$ cat src/rtl/sbmin_pkg.sv
package sbmin_pkg;

  typedef enum logic [1:0] {
    MD_KEEP = 2'b00,
    MD_ZERO = 2'b01,
    MD_WIDE = 2'b10,
    MD_RSVD = 2'b11
  } mode_t;

  typedef enum logic [1:0] {
    UP_KEEP = 2'b00,
    UP_ZERO = 2'b01,
    UP_CALC = 2'b10
  } upper_t;

  typedef struct packed {
    logic   fault;
    logic   first_is_dst;
    upper_t upper;
  } dec_t;

endpackage

$ cat src/rtl/sbmin_decode.sv
module sbmin_decode
  import sbmin_pkg::*;
(
  input  logic [1:0] mode_i,
  input  logic       len_i,
  output dec_t       dec_o
);

  always_comb begin
    dec_o = '{fault: 1'b1, first_is_dst: 1'b0, upper: UP_KEEP};
    unique case (mode_t'(mode_i))
      MD_KEEP: begin
        dec_o.first_is_dst = 1'b1;
        dec_o.upper        = UP_KEEP;
        dec_o.fault        = len_i;
      end
      MD_ZERO: begin
        dec_o.upper = UP_ZERO;
        dec_o.fault = len_i;
      end
      MD_WIDE: begin
        dec_o.upper = UP_CALC;
        dec_o.fault = 1'b0;
      end
      default: begin
        dec_o.fault = 1'b1;
      end
    endcase
  end

endmodule

$ cat src/rtl/sbmin_lane.sv
module sbmin_lane #(
  parameter int LANE_W = 8
) (
  input  logic [LANE_W-1:0] a_i,
  input  logic [LANE_W-1:0] b_i,
  output logic [LANE_W-1:0] y_o
);

  logic a_less;

  // Strictly-less picks a; a tie falls through to b.
  assign a_less = $signed(a_i) < $signed(b_i);
  assign y_o    = a_less ? a_i : b_i;

endmodule

$ cat src/rtl/sbmin_lanes.sv
module sbmin_lanes #(
  parameter int VEC_W  = 256,
  parameter int LANE_W = 8
) (
  input  logic [VEC_W-1:0] a_i,
  input  logic [VEC_W-1:0] b_i,
  output logic [VEC_W-1:0] min_o
);

  localparam int NLANES = VEC_W / LANE_W;

  for (genvar g = 0; g < NLANES; g++) begin : g_lane
    sbmin_lane #(.LANE_W(LANE_W)) u_lane (
      .a_i (a_i[g*LANE_W +: LANE_W]),
      .b_i (b_i[g*LANE_W +: LANE_W]),
      .y_o (min_o[g*LANE_W +: LANE_W])
    );
  end

endmodule

$ cat src/rtl/sbmin_merge.sv
module sbmin_merge
  import sbmin_pkg::*;
#(
  parameter int VEC_W = 256
) (
  input  dec_t             dec_i,
  input  logic [VEC_W-1:0] min_i,
  input  logic [VEC_W-1:0] old_i,
  output logic [VEC_W-1:0] res_o
);

  localparam int HALF_W = VEC_W / 2;

  always_comb begin
    if (dec_i.fault) begin
      res_o = old_i;
    end else begin
      res_o[HALF_W-1:0] = min_i[HALF_W-1:0];
      unique case (dec_i.upper)
        UP_KEEP: res_o[VEC_W-1:HALF_W] = old_i[VEC_W-1:HALF_W];
        UP_ZERO: res_o[VEC_W-1:HALF_W] = '0;
        default: res_o[VEC_W-1:HALF_W] = min_i[VEC_W-1:HALF_W];
      endcase
    end
  end

endmodule

$ cat src/rtl/sbmin_unit.sv
module sbmin_unit
  import sbmin_pkg::*;
#(
  parameter int VEC_W  = 256,
  parameter int LANE_W = 8
) (
  input  logic             clk,
  input  logic             rst_n,
  input  logic             in_valid,
  output logic             in_ready,
  input  logic [1:0]       mode,
  input  logic             len_bit,
  input  logic [VEC_W-1:0] src_a,
  input  logic [VEC_W-1:0] src_b,
  input  logic [VEC_W-1:0] prior_dst,
  output logic             out_valid,
  input  logic             out_ready,
  output logic             wr_en,
  output logic             fault,
  output logic [VEC_W-1:0] result
);

  dec_t             dec;
  logic [VEC_W-1:0] first_op;
  logic [VEC_W-1:0] lane_min;
  logic [VEC_W-1:0] next_res;
  logic             accept;

  sbmin_decode u_dec (
    .mode_i (mode),
    .len_i  (len_bit),
    .dec_o  (dec)
  );

  assign first_op = dec.first_is_dst ? prior_dst : src_a;

  sbmin_lanes #(.VEC_W(VEC_W), .LANE_W(LANE_W)) u_lanes (
    .a_i   (first_op),
    .b_i   (src_b),
    .min_o (lane_min)
  );

  sbmin_merge #(.VEC_W(VEC_W)) u_merge (
    .dec_i (dec),
    .min_i (lane_min),
    .old_i (prior_dst),
    .res_o (next_res)
  );

  assign in_ready = !out_valid || out_ready;
  assign accept   = in_valid && in_ready;

  always_ff @(posedge clk) begin
    if (!rst_n) begin
      out_valid <= 1'b0;
      wr_en     <= 1'b0;
      fault     <= 1'b0;
    end else if (accept) begin
      out_valid <= 1'b1;
      wr_en     <= !dec.fault;
      fault     <= dec.fault;
    end else if (out_ready) begin
      out_valid <= 1'b0;
      wr_en     <= 1'b0;
      fault     <= 1'b0;
    end
  end

  always_ff @(posedge clk) begin
    if (accept) result <= next_res;
  end

endmodule

$ cat config.mk
export PLATFORM = sky130hd
export DESIGN_NAME = sbmin_unit
export DESIGN_NICKNAME = d
export VERILOG_FILES = /design/src/rtl/sbmin_pkg.sv /design/src/rtl/sbmin_decode.sv /design/src/rtl/sbmin_lane.sv /design/src/rtl/sbmin_lanes.sv /design/src/rtl/sbmin_merge.sv /design/src/rtl/sbmin_unit.sv
export SDC_FILE = /design/constraint.sdc
export NUM_CORES = 1
export LEC_CHECK = 0
export BUFFER_PORTS_ARGS = -buffer_cell sky130_fd_sc_hd__buf_2
export CAP_MARGIN = 0
export CORE_AREA = 2 2 404 406
export CTS_BUF_LIST = sky130_fd_sc_hd__clkbuf_2
export CTS_CLUSTER_DIAMETER = 50
export DETAILED_ROUTE_END_ITERATION = 6
export DIE_AREA = 0 0 406 408
export PLACE_DENSITY = 0.37
export REMOVE_ABC_BUFFERS = 1
export SLEW_MARGIN = 20
export SYNTH_ARGS = -nofsm -noshare
export SYNTH_HDL_FRONTEND = slang
export SYNTH_SLANG_ARGS = --single-unit
$ cat constraint.sdc
create_clock -name clk -period 15.25 [get_ports clk]
set_input_delay 0.7625 -clock clk [delete_from_list [all_inputs] [get_ports clk]]
set_output_delay 0.7625 -clock clk [all_outputs]
set_load 0.1 [all_outputs]
Word-level counts from Yosys, hierarchy flattened:

Index checks and enable logic that the tools add are counted.

* input bits: 775
* output and inout bits: 260
* word-level logic and storage cells: 89
* memories kept: 0
* flip-flop bits (word level): 259
* latch bits: 0
* ROM bits: 0
* memory bits (writable): 0

* equal/unequal tests: 3
* bitwise operators: 0
* reductions and logical operators: 8
* magnitude comparators: 32
* shift-type cells: 0
* add/subtract/negate cells: 0
* divide/modulo/power cells: 0
* $mul: 0
* multiplexer cells: 42

Operator list (count)
* two-way mux 256 bit: 2
* less-than comparator 8 bit: 32
* two-way mux 8 bit: 32
* one-hot mux 128 bit (2 select lines): 1
* two-way mux 1 bit: 5
* == test 2 x 1 -> 1 bit (second input constant): 2
* zero test 2 bit: 2
* one-hot mux 2 bit (2 select lines): 1
* == test 2 bit (second input constant): 1
* zero test 1 bit: 2
* one-hot mux 1 bit (2 select lines): 1
* nonzero test 2 bit: 1
* OR reduction 2 bit: 1
* logical AND 1 bit: 1
* logical OR 1 bit: 1

Logic depth before layout (Yosys ltp):

Gate-level depths: netlist of run 1.

* depth after elaboration: 7
* mapped depth: 17
* gate-level depth less buffers: 11

Cells and area by module:

Synthesis of run 1 repeated with hierarchy kept, for this count alone.

* cells, all modules: 2073
* area, all modules: 24048.1 um2

Modules (own cells, without submodules)
* sbmin_unit: area each 11000.6 um2, sequential area each 7747.4 um2, cells each 553, times used 1
* sbmin_lane: area each 314.1 um2, sequential area each 0.0 um2, cells each 38, times used 32
* sbmin_merge: area each 2965.3 um2, sequential area each 0.0 um2, cells each 300, times used 1
* sbmin_decode: area each 32.5 um2, sequential area each 0.0 um2, cells each 4, times used 1

Worst setup path after synthesis of run 1:

No wires, ideal clock.

* kind: input port to flip-flop
* start: in out_ready
* end: reg result[0], enable pin
* setup time: 0.607 ns
* data arrival time: 6.784 ns
* path slack: 7.859 ns
* data required time: 14.643 ns
* buffers on the path: 0
* stages: 3
* path through: nand2b_1 > nand2_1 > inv_1

* word-level cells in the longest chain between the ends: 2

RTL lines
* from (decl): line sbmin_unit.sv:17 `input logic out_ready,`
* logical OR 1 bit: line sbmin_unit.sv:50 `assign in_ready = !out_valid || out_ready;`
* logical AND 1 bit: line sbmin_unit.sv:51 `assign accept = in_valid && in_ready;`
* via accept: line sbmin_unit.sv:27 `logic accept;`
* to (signal assigned): line sbmin_unit.sv:70 `if (accept) result <= next_res;`
* to (decl): line sbmin_unit.sv:20 `output logic [VEC_W-1:0] result`

The timed path passes the listed nets, and every way through them passes these cells.
A chain may end at the register's enable or synchronous reset.

Worst setup path in the final report of run 1:

* start: in mode[0]
* end: reg result[151] (data pin)

* word-level cells in the longest chain between the ends: 7
* elaborated cells on any way between the ends: 14
* classes of those cells: order compare: 1; eq/ne: 3; mux: 7; reduce/logical: 3

RTL lines
* from (decl): line sbmin_unit.sv:11 `input logic [1:0] mode,`
* zero test 2 bit: line sbmin_decode.sv:11 `unique case (mode_t'(mode_i))`
* two-way mux 1 bit: line sbmin_decode.sv:11
* two-way mux 256 bit: line sbmin_unit.sv:35 `assign first_op = dec.first_is_dst ? prior_dst : src_a;`
* less-than comparator 8 bit: line sbmin_lane.sv:12 `assign a_less = $signed(a_i) < $signed(b_i);`
* two-way mux 8 bit: line sbmin_lane.sv:13 `assign y_o = a_less ? a_i : b_i;`
* one-hot mux 128 bit (2 select lines): line sbmin_merge.sv:19 `unique case (dec_i.upper)`
* two-way mux 256 bit *: line sbmin_merge.sv:15 `if (dec_i.fault) begin`
* via next_res[151]: line sbmin_unit.sv:26 `logic [VEC_W-1:0] next_res;`

The timed path passes the listed nets; every way through them passes the cells marked *.

==> results.py, run 1 <==
metrics = {
    "status": {
        "status": "completed",
    },
    "flow_run": {
        "maxCapViolCount": 0,
    },
    "placement": {
        "pre_cts_slack_ps": 9109,
        "hpwlAfterDp_um": 114600,
        "place_area_um2": 31120,
        "port_buffers": 1034,
        "gp_congestion": 0.8786,
        "placedCellCount": 5610,
    },
    "cts": {
        "clk_pin_slew_ps": 110,
        "cts.path.max_buffers": 3,
        "worstSkewPairLatency_ps": 1370,
        "postCtsResizedCells": 0,
        "htreeDepth": 3,
        "clock_sinks": 259,
        "cts_tree": "built",
        "cts_root_buffer": "clkbuf_2",
        "cts_made_buffers": 97,
    },
    "synth": {
        "synthCells": 2492,
        "ys_warn_count": 0,
        "synthTopCellsByArea": "edfxtp_1 (33%), ha_1 (12%), mux2_2 (9.4%)",
        "yosysTopAreaCellShare_pct": 32.69,
        "ys_types": 68,
        "syn_area_um2": 23520,
        "synth_seq_cells": 259,
        "yosysTopAreaCell": "edfxtp_1",
        "synth-edff-count": 256,
        "synth_flop_cell": "edfxtp_1",
        "yosysSeqAreaShare_pct": 32.94,
        "syn_area_per_cell_um2": 9.437,
        "async_reset_ff_share_pct": 0,
    },
    "die": {
        "io_pins": 1035,
        "core-area_um2": 161700,
        "die_h_um": 408,
        "dieWidth_um": 406,
        "initial_core_util_pct": 14.55,
        "die_area_um2": 165600,
        "rows": 148,
    },
    "sta": {
        "tns_ps": 0,
        "max_clock_freq_mhz": 178.0,
        "fin_crit_ps": 5618,
        "fin_worst_skew_ps": 68.16,
        "max_slew_margin_pct": 32.63,
        "tightest_slew_ps": 1007,
        "rsz0062_at_grt": "no",
        "drv_slew": 0,
        "fin_ws_ps": 9632,
        "setup_violations": 0,
        "period_share_pct": 36.84,
        "hold_viol": 0,
    },
    "worst_setup_path": {
        "cp_slowest_cell": "buf_4",
        "crit_path_end_kind": "flop",
        "crit_type": "input port to flop",
        "critPathLaunch": "mode[0]",
        "cp_top_family": "buffers and inverters",
        "critPathMaxFanout": 77,
        "max_stage_delay_ps": 710,
        "path_buf_inv": 8,
        "path_cells": "buf_2, inv_1, ha_4, buf_4, buf_12, mux2i_1, inv_1, ha_1, nand2b_1, a21oi_1, buf_4, o21bai_1, a32oi_1, dlygate4sd3_1, o21ai_0, dlygate4sd3_1",
        "cp-start-kind": "input port",
        "r2r_setup_slack_ps": 12560,
        "worst_ep_arrival_time_ps": 6710,
        "timing.rr.start": "out_valid",
        "cp.required_ps": 16350,
    },
    "drt": {
        "drc": 0,
        "drtAntennaViolNets": 0,
        "drtIter0Drc": 1382,
        "wl_per_cell_um": 21.81,
        "drt_wl_total_um": 144100,
        "vias": 27260,
        "vias_per_cell": 4.126,
        "dr.pass1.iters": 7,
    },
    "min_path": {
        "hp-start": "src_b[228]",
        "hp-class": "input port to flop",
    },
    "final_layout": {
        "final_core_util_pct": 24.64,
        "fill_cells": 17880,
        "nNetsFinal": 5306,
        "instances_no_fill": 6605,
        "area_delta_synth_final_pct": 69.40,
        "layout-drive-gt1-share_pct": 33.55,
        "final_cell_area_um2": 39840,
    },
    "global_route": {
        "grt_pass1_vias": 27670,
        "grtUsageTotal_pct": 16.77,
        "grt-ovfl-total": 0,
        "grt_pass1_wl_um": 200200,
        "antenna_found_initial": 116,
        "grt_max_degree": 113,
    },
    "pwr": {
        "p_per_area_nw_per_um2": 81.11,
        "max-vdd-ir-drop_uv": 46.03,
        "cellLeakagePower_uw": 0.01841,
    },
}
[logic make-up after synthesis]
kind of cell	share of synthesized area, %
AO/OA/AOI/OAI	17.43
AND/OR/NAND/NOR	12.08
adder cells (fa/ha/maj)	12.02
multiplexers	18.01
flip-flops	32.94
buffers and inverters	7.518
[Yosys cell counts, types with 19 or more instances]
cell type  instances
inv_1            307
edfxtp_1         256
nand2_1          230
ha_1             226
mux2i_1          200
mux2_2           197
nor2_1           180
o21ai_0          138
o21ai_1           82
clkbuf_1          66
nor3_1            59
nand3_1           52
a21oi_1           44
a22oi_1           41
a211oi_1          39
a221o_1           32
buf_2             25
buf_4             24
nand2b_1          21
nor2b_1           19
[layout make-up]
type	count	area, µm²	share of cell area [%]
multi-input combinational	1807	14060	35.30
clock buffer	129	645.6	1.621
antenna	52	130.1	0.3266
sequential	259	7747	19.45
clock inverter	43	229.0	0.5747
tap	2175	2721	6.831
inverter	307	1160	2.911
timing repair buffer	1833	13140	32.98
[final timing paths]
path,end,depth (start not counted)
worst max-delay path,result[151],16
worst max register to register,result[141],4
worst min-delay path,result[228],4
worst min register to register,wr_en,3
[routing by layer]
| layer | track usage [%] | vias to the layer above | part of all wire (%) | wire (µm) |
|---|---|---|---|---|
| met1 | 19.95 | 12950 | 41 | 59400 |
| met2 | 28.63 | 1065 | 48 | 68860 |
| li1 | - | 12920 | - | - |
| met4 | 6.166 | 32 | 3.3 | 4702 |
| met3 | 4.543 | 292 | 7.6 | 10920 |
| met5 | 0 | - | 0.13 | 188 |
[flip-flops by register name, indices dropped and copies added, names as in the netlist]
name,count
result,256
fault,1
out_valid,1
wr_en,1
[cell usage in the layout (no fill, tap or decap), types with 59 or more instances in the layout]
master,netlist,routed
edfxtp_1,256,256
clkbuf_2,0,129
nor3_1,59,59
buf_2,25,1034
nand2_1,230,228
o21ai_1,82,82
ha_1,226,225
o21ai_0,138,137
mux2_2,197,196
dlygate4sd3_1,0,771
nor2_1,180,180
mux2i_1,200,199
inv_1,307,306
[worst min-delay path, stage by stage]
cell,delay [ps]
buf_2,100
mux2i_1,60
o21ai_0,120
dlygate4sd3_1,540
[per-stage QoR]
step | power (µW) | hold slack [ps]
floorplan | 1914 | 884.2
global placement | 2306 | 525.6
detailed placement | 2303 | 534.6
CTS | 3300 | 0.1892
global route | 3429 | 161.7
finish | 3231 | 343.7
[report_power, final]
group	switching [µW]	internal [µW]	total, µW
combinational	1040	579	1620
sequential	26.9	875	902
clock	440	268	708
total	1510	1720	3230
[what timing repair did]
item / in CTS / in global routing
buffers inserted: 0 / 0
hold buffers: 771 / 0
endpoints found under the setup margin: 0 / 0
hold endpoints to repair: 260 / 0
Power figures use the tool's default switching activity.
==> run 2: changes to the inputs <==
--- a/config.mk
+++ b/config.mk
@@ -5,14 +5,15 @@
 export SDC_FILE = /design/constraint.sdc
 export NUM_CORES = 1
 export LEC_CHECK = 0
+export ABC_AREA = 1
 export BUFFER_PORTS_ARGS = -buffer_cell sky130_fd_sc_hd__buf_2
 export CAP_MARGIN = 0
-export CORE_AREA = 2 2 404 406
+export CORE_AREA = 2 2 399 401
 export CTS_BUF_LIST = sky130_fd_sc_hd__clkbuf_2
 export CTS_CLUSTER_DIAMETER = 50
 export DETAILED_ROUTE_END_ITERATION = 6
-export DIE_AREA = 0 0 406 408
-export PLACE_DENSITY = 0.37
+export DIE_AREA = 0 0 401 403
+export PLACE_DENSITY = 0.39
 export REMOVE_ABC_BUFFERS = 1
 export SLEW_MARGIN = 20
 export SYNTH_ARGS = -nofsm -noshare
==> constraint.sdc (replaced) <==
create_clock -name clk -period 5.55 [get_ports clk]
set_input_delay 0.2775 -clock clk [delete_from_list [all_inputs] [get_ports clk]]
set_output_delay 0.2775 -clock clk [all_outputs]
set_load 0.1 [all_outputs]
==> run 2 against run 1 <==
Against the previous run: the run now fails in 4_1_cts; area after synthesis grew 9.7%; synthesized cell count is 57% higher.
==> results.py, run 2 <==
metrics = {
    "die": {
        "die_h_um": 403,
        "initial_core_util_pct": 16.38,
        "rows": 146,
        "dieWidth_um": 401,
        "io_pins": 1035,
    },
    "synth": {
        "syn_area_um2": 25790,
        "synth_most_common_cell": "nand2_1",
        "synthTopCellsByArea": "edfxtp_1 (30%), nand2_1 (16%), nand3_1 (16%)",
        "ys_warn_count": 0,
        "yosysSeqAreaShare_pct": 30.04,
        "yosysTopAreaCell": "edfxtp_1",
        "synth_flop_cell": "edfxtp_1",
        "async_reset_ff_share_pct": 0,
        "synthCells": 3919,
        "ys_types": 23,
        "yosysTopAreaCellShare_pct": 29.81,
        "syn_area_per_cell_um2": 6.581,
        "synth_common_cells": "nand2_1 (1106), inv_1 (835), nand3_1 (812)",
        "synth-edff-count": 256,
        "synth_seq_cells": 259,
    },
    "cts": {
        "postCtsResizedCells": 0,
        "clock_sinks": 259,
        "hold_buffers": 1424,
        "cts_root_buffer": "clkbuf_2",
        "htreeDepth": 3,
        "cts.path.max_buffers": 3,
        "cts_setup_buffers": 0,
        "cts_made_buffers": 100,
    },
    "placement": {
        "hpwlAfterDp_um": 115200,
        "port_buffers": 1034,
        "place_area_um2": 33270,
        "gp_congestion": 0.8990,
    },
    "status": {
        "status": "stopped before the end",
        "failed_stage": "4_1_cts",
        "error_line": "[ERROR RSZ-0060] Max buffer count reached.",
    },
}
run 2: kinds of logic after synthesis:
logic type      Yosys count  synth area share [%]
fa+ha+maj               226                 10.96
flops                   259                 30.04
compound gates          325                 6.486
buf+inv                 948                 14.52
simple gates           2161                 37.99
run 2: stage by stage:
stage | std cells | worst slack (ps) | util, %
2_1_floorplan | 3807 | -9510 | -
3_3_place_gp | 6935 | 1424 | 21.13
3_5_place_dp | 6935 | 1570 | 21.13
==> run 3: changes to the inputs <==
--- a/config.mk
+++ b/config.mk
@@ -8,12 +8,10 @@
 export ABC_AREA = 1
 export BUFFER_PORTS_ARGS = -buffer_cell sky130_fd_sc_hd__buf_2
 export CAP_MARGIN = 0
-export CORE_AREA = 2 2 399 401
-export CTS_BUF_LIST = sky130_fd_sc_hd__clkbuf_2
-export CTS_CLUSTER_DIAMETER = 50
+export CORE_AREA = 2 2 398 400
 export DETAILED_ROUTE_END_ITERATION = 6
-export DIE_AREA = 0 0 401 403
-export PLACE_DENSITY = 0.39
+export DIE_AREA = 0 0 400 402
+export PLACE_DENSITY_LB_ADDON = 0.15
 export REMOVE_ABC_BUFFERS = 1
 export SLEW_MARGIN = 20
 export SYNTH_ARGS = -nofsm -noshare
==> run 3 against run 2 <==
Against the previous run: area after synthesis did not move; synthesized cell count did not move; the flow now finishes without violations.
==> results.py, run 3 <==
metrics = {
    "status": {
        "status": "completed",
    },
    "drt": {
        "drt_wl_total_um": 143300,
        "dr.pass1.iters": 5,
        "drtIter0Drc": 1891,
        "vias": 30320,
        "drtAntennaViolNets": 0,
        "wl_per_cell_um": 19.66,
        "vias_per_cell": 4.159,
        "drc": 0,
    },
    "sta": {
        "fin_worst_skew_ps": 17.04,
        "fin_crit_ps": 3274,
        "drv_slew": 0,
        "rsz0062_at_grt": "no",
        "max_clock_freq_mhz": 305.4,
        "setup_violations": 0,
        "hold_viol": 0,
        "tightest_slew_ps": 983.0,
        "period_share_pct": 58.99,
        "max_slew_margin_pct": 34.47,
    },
    "worst_setup_path": {
        "r2r_setup_slack_ps": 3390,
        "max_stage_delay_ps": 670,
        "timing.rr.start": "out_valid",
        "cp.required_ps": 5900,
        "r2r_end": "result[129]",
        "path_buf_inv": 3,
        "cp-start-kind": "input port",
        "cp_top_family": "adder cells",
        "ff2ff_path_depth": 4,
        "path_cells": "buf_2, inv_1, ha_4, buf_12, o21ai_0, ha_1, nand2_1, nor2_1, a211oi_1, nand2_2, nand2_2, nand3_1, nand3_1, nand2_1",
        "crit_path_end_kind": "flop",
        "worst_ep_arrival_time_ps": 3630,
        "crit_type": "input port to flop",
        "critPathMaxFanout": 83,
        "cp_slowest_cell": "ha_4",
    },
    "die": {
        "rows": 146,
        "die_h_um": 402,
        "die_area_um2": 160800,
        "dieWidth_um": 400,
        "io_pins": 1035,
        "core-area_um2": 157100,
        "initial_core_util_pct": 16.42,
    },
    "final_layout": {
        "nNetsFinal": 6154,
        "largest_register_ffs": 256,
        "final_cell_area_um2": 37250,
        "largest-register": "result",
        "layout_commonest_cell": "nand2_1",
        "area_delta_synth_final_pct": 44.45,
        "final_core_util_pct": 23.71,
        "layout-drive-gt1-share_pct": 24.73,
        "final_cell_mix": "nand2_1 (1106), buf_2 (1034), inv_1 (833)",
    },
    "pwr": {
        "p_per_area_nw_per_um2": 261.5,
        "cellLeakagePower_uw": 0.02039,
        "max-vdd-ir-drop_uv": 157.4,
    },
    "cts": {
        "cts.path.max_buffers": 3,
        "cts_root_buffer": "clkbuf_16",
        "clock_sinks": 259,
        "clk_pin_slew_ps": 60,
        "postCtsResizedCells": 0,
        "worstSkewPairLatency_ps": 610,
        "cts_made_buffers": 43,
        "cts_tree": "built",
        "htreeDepth": 2,
    },
    "synth": {
        "syn_area_um2": 25790,
        "yosysTopAreaCellShare_pct": 29.81,
        "synthCells": 3919,
        "ys_warn_count": 0,
        "ys_types": 23,
        "syn_area_per_cell_um2": 6.581,
        "synth_flop_cell": "edfxtp_1",
        "synth-edff-count": 256,
        "synth_most_common_cell": "nand2_1",
        "yosysSeqAreaShare_pct": 30.04,
        "yosysTopAreaCell": "edfxtp_1",
        "synthTopCellsByArea": "edfxtp_1 (30%), nand2_1 (16%), nand3_1 (16%)",
        "async_reset_ff_share_pct": 0,
        "synth_common_cells": "nand2_1 (1106), inv_1 (835), nand3_1 (812)",
        "synth_seq_cells": 259,
    },
    "placement": {
        "port_buffers": 1034,
        "place_area_um2": 33280,
        "hpwlAfterDp_um": 114100,
        "gp_congestion": 0.9222,
    },
    "global_route": {
        "grtUsageTotal_pct": 17.01,
        "grt_pass1_wl_um": 203400,
        "antenna_found_initial": 64,
        "grt-ovfl-total": 0,
        "grt_max_degree": 129,
        "grt_pass1_vias": 29810,
    },
    "min_path": {
        "whs_path_depth": 3,
        "worstHoldEndpoint": "result[34]",
        "hp-class": "input port to flop",
        "hp-start": "prior_dst[34]",
    },
    "flow_run": {
        "maxCapViolCount": 0,
    },
}
## run 3: cell counts after synthesis
No cell type changed its count.
## run 3: cell type report
class / instances / area [µm²]
fillers: 18030 / 119800
multi-input cells: 2712 / 14340
repair buffers: 1301 / 7905
flip-flops and latches: 259 / 7747
inverters: 836 / 3152
well taps: 2072 / 2592
clock buffers: 57 / 1211
clock inverters: 22 / 229.0
diodes: 31 / 77.57
## run 3: worst max-delay path by stage
stage / from / end / slack [ps] / cells past startpoint
floorplan: mode[1] / result[128] / -9510 / 4
global placement: mode[0] / result[15] / 1740 / 14
finish: mode[0] / result[15] / 2280 / 14
CTS: mode[0] / result[15] / 2370 / 14
global route: mode[0] / result[15] / 2080 / 14
detailed placement: mode[0] / result[15] / 1670 / 14
## run 3: metrics by stage
stage                     TNS (ps)  hold slack (ps)  setup WS (ps)  std cells  total power [µW]
after global routing             0            46.33           2078       7277             10310
after detailed placement         0            506.9           1670       6935              6693
after floorplan           -2301570            428.8          -9510       3807              5559
after CTS                        0            2.571           2371       7259              9924
after global placement           0            504.9           1738       6935              6694
final                            0            67.56           2276       7290              9741
## run 3: cell families (layout without fill, tap and decap cells)
logic type / after synthesis / after routing / synth area share (%)
AND/OR/NAND/NOR: 2161 / 2161 / 37.99
buffers and inverters: 948 / 2216 / 14.52
AO/OA/AOI/OAI: 325 / 325 / 6.486
flip-flops: 259 / 259 / 30.04
adder cells (fa/ha/maj): 226 / 226 / 10.96
other: 0 / 31 / 0
## run 3: tightest hold or removal path: cells and delay by family
family	cells	cell delay [ps]
buffers and inverters	1	150
and+or+nand+nor	2	130
## run 3: what timing repair did
| action | in CTS | in global routing |
|---|---|---|
| hold buffers | 245 | 0 |
| hold endpoints to repair | 245 | 0 |
| buffers inserted | 0 | 0 |
## run 3: per-layer routing
metal	up-vias	track usage, %	routed length (µm)
met5	-	0	186
met4	32	4.258	3466
met3	213	3.114	8130
met2	882	29.12	69250
met1	14090	21.83	62250
li1	15100	-	-
## run 3: power breakdown
group / internal (µW) / total [µW] / switching (µW)
Sequential: 2410 / 2490 / 79.3
Combinational: 1130 / 4300 / 3170
Clock: 1760 / 2950 / 1190
==> run 4: changes to the inputs <==
==> constraint.sdc (replaced) <==
create_clock -name clk -period 3.3 [get_ports clk]
set_input_delay 0.165 -clock clk [delete_from_list [all_inputs] [get_ports clk]]
set_output_delay 0.165 -clock clk [all_outputs]
set_load 0.1 [all_outputs]
==> run 4 against run 3 <==
Against the previous run: register-to-register slack got worse by 2100 ps; non-clock buffer count increased by 324; flip-flop and latch count unchanged; final cell count increased by 4.5%; final area increased by 8.3%; hold slack got worse by 25 ps; worst setup slack got worse by 2100 ps; utilization increased by 2.0 points; clock skew increased by 12 ps; largest cell class unchanged.
==> results.py, run 4 (same netlist as run 3, synthesis figures left out) <==
metrics = {
    "sta": {
        "fin_crit_ps": 3085,
        "period_share_pct": 93.48,
        "hold_viol": 0,
        "max_slew_margin_pct": 41.50,
        "tightest_slew_ps": 868.3,
        "timing.hold.ws_ps": 42.31,
        "rsz0062_at_grt": "no",
        "max_clock_freq_mhz": 324.2,
        "drv_slew": 0,
        "setup_violations": 0,
        "fin_worst_skew_ps": 29.18,
        "tns_ps": 0,
    },
    "die": {
        "dieWidth_um": 400,
        "die_h_um": 402,
        "rows": 146,
        "initial_core_util_pct": 16.42,
        "io_pins": 1035,
        "die_area_um2": 160800,
        "core-area_um2": 157100,
    },
    "final_layout": {
        "final_cell_mix": "nand2_1 (1106), buf_2 (1034), inv_1 (833)",
        "nNetsFinal": 6478,
        "largest-register": "result",
        "layout_commonest_cell": "nand2_1",
        "layout-drive-gt1-share_pct": 25.50,
        "largest_register_ffs": 256,
        "fill_cells": 17860,
        "area_delta_synth_final_pct": 56.43,
    },
    "pwr": {
        "sequentialPowerShare_pct": 25.0,
        "swShare_pct": 44.94,
        "p_per_area_nw_per_um2": 414.8,
        "design_power_total_uw": 16740,
        "p_int_uw": 9215,
        "clockPowerShare_pct": 27.2,
        "max-vdd-ir-drop_uv": 357.4,
        "power.share.combinational_pct": 47.8,
        "cellLeakagePower_uw": 0.02192,
        "power_switching_uw": 7520,
    },
    "global_route": {
        "grt_max_degree": 93,
        "grtUsageTotal_pct": 17.30,
        "grt_pass1_vias": 31420,
        "grt_pass1_wl_um": 206800,
        "antenna_found_initial": 70,
        "grt-ovfl-total": 0,
    },
    "worst_setup_path": {
        "timing.rr.start": "out_valid",
        "r2r_setup_slack_ps": 1340,
        "ff2ff_path_depth": 4,
        "crit_path_end_kind": "flop",
        "crit_type": "input port to flop",
        "cp-start-kind": "input port",
        "critPathMaxFanout": 33,
        "worst_ep_arrival_time_ps": 3560,
        "r2r_end": "result[77]",
        "cp.required_ps": 3770,
    },
    "placement": {
        "port_buffers": 1034,
        "gp_congestion": 0.9255,
        "hpwlAfterDp_um": 118200,
    },
    "cts": {
        "clock_sinks": 259,
        "clk_pin_slew_ps": 50,
        "cts.path.max_buffers": 3,
        "worstSkewPairLatency_ps": 610,
        "cts_tree": "built",
        "cts_made_buffers": 43,
        "cts_setup_buffers": 0,
        "htreeDepth": 2,
        "cts_root_buffer": "clkbuf_16",
    },
    "drt": {
        "drt_wl_total_um": 145500,
        "dr.pass1.iters": 5,
        "drtAntennaViolNets": 0,
        "vias": 31620,
        "vias_per_cell": 4.149,
        "drtIter0Drc": 1892,
        "drc": 0,
        "wl_per_cell_um": 19.09,
    },
    "min_path": {
        "hp-class": "input port to flop",
        "whs_path_depth": 5,
        "hp-start": "src_b[161]",
        "worstHoldEndpoint": "result[161]",
    },
    "flow_run": {
        "maxCapViolCount": 0,
    },
    "status": {
        "status": "completed",
    },
}
[run 4: changes by cell type in the layout (fill, tap and decap cells not counted), sizes merged]
cell         before   now
clkinv           17    18
bufinv            5     2
dlygate4sd3     245   437
buf            1056  1188
clkinvlp          0     1
inv             836   835
diode            31    39
[run 4: critical path, cell delays in order]
cell and delay (ps):
buf_2 140, inv_1 80, ha_4 210, buf_12 170
buf_12 190, o21ai_0 440, ha_1 360, nand2_1 90
nor2_1 50, a211oi_1 300, buf_4 190, nand3_2 200
nand3_1 160, nand3_1 90, nand2_1 90, dlygate4sd3_1 570
[run 4: cell type report]
class / instances / area, µm² / share of cell area (%)
multi-input cells: 2712 / 14340 / 35.54
clock buffers: 57 / 1171 / 2.903
well taps: 2072 / 2592 / 6.426
diodes: 39 / 97.59 / 0.2419
clock inverters: 20 / 137.6 / 0.3411
inverters: 836 / 3152 / 7.812
flip-flops and latches: 259 / 7747 / 19.20
repair buffers: 1625 / 11110 / 27.53
[run 4: worst max path at each step]
stage	start	to	slack, ps	cells after the start
floorplan	mode[1]	result[128]	-11650	4
global placement	mode[1]	result[46]	80	15
detailed placement	mode[1]	result[46]	70	15
CTS	mode[1]	result[47]	250	16
global route	mode[0]	result[235]	70	17
finish	mode[1]	result[0]	220	16
[run 4: through the flow]
step | setup WS [ps] | cells | area, µm² | util, %
after floorplan | -11650 | 3807 | 25180 | -
after global placement | 79.47 | 7067 | 34560 | 22.00
after detailed placement | 69.58 | 7067 | 34560 | 22.00
after CTS | 249.6 | 7581 | 40250 | 25.62
after global routing | 65.04 | 7606 | 40310 | 25.66
final | 215.2 | 7620 | 40340 | 25.68
[run 4: repair_timing]
action / 4_1_cts / 5_1_grt
endpoints found under the hold margin: 258 / 0
resized for setup: 0 / 1
hold buffers: 437 / 0
endpoints found under the setup margin: 0 / 2
[run 4: routing by layer]
metal,GRT usage (%),share of wire [%]
met3,3.899,6.4
met2,29.58,48
met4,5.059,2.5
met5,0,0.19
met1,21.51,43
[run 4: power by group through the flow]
stage / Sequential (µW) / Clock [µW] / Combinational [µW]
6_report: 4180 / 4560 / 8000
5_1_grt: 4200 / 4830 / 8680
4_1_cts: 4190 / 4760 / 8040
3_5_place_dp: 4250 / 0 / 7360
3_3_place_gp: 4250 / 0 / 7350
2_1_floorplan: 6460 / 0 / 2890
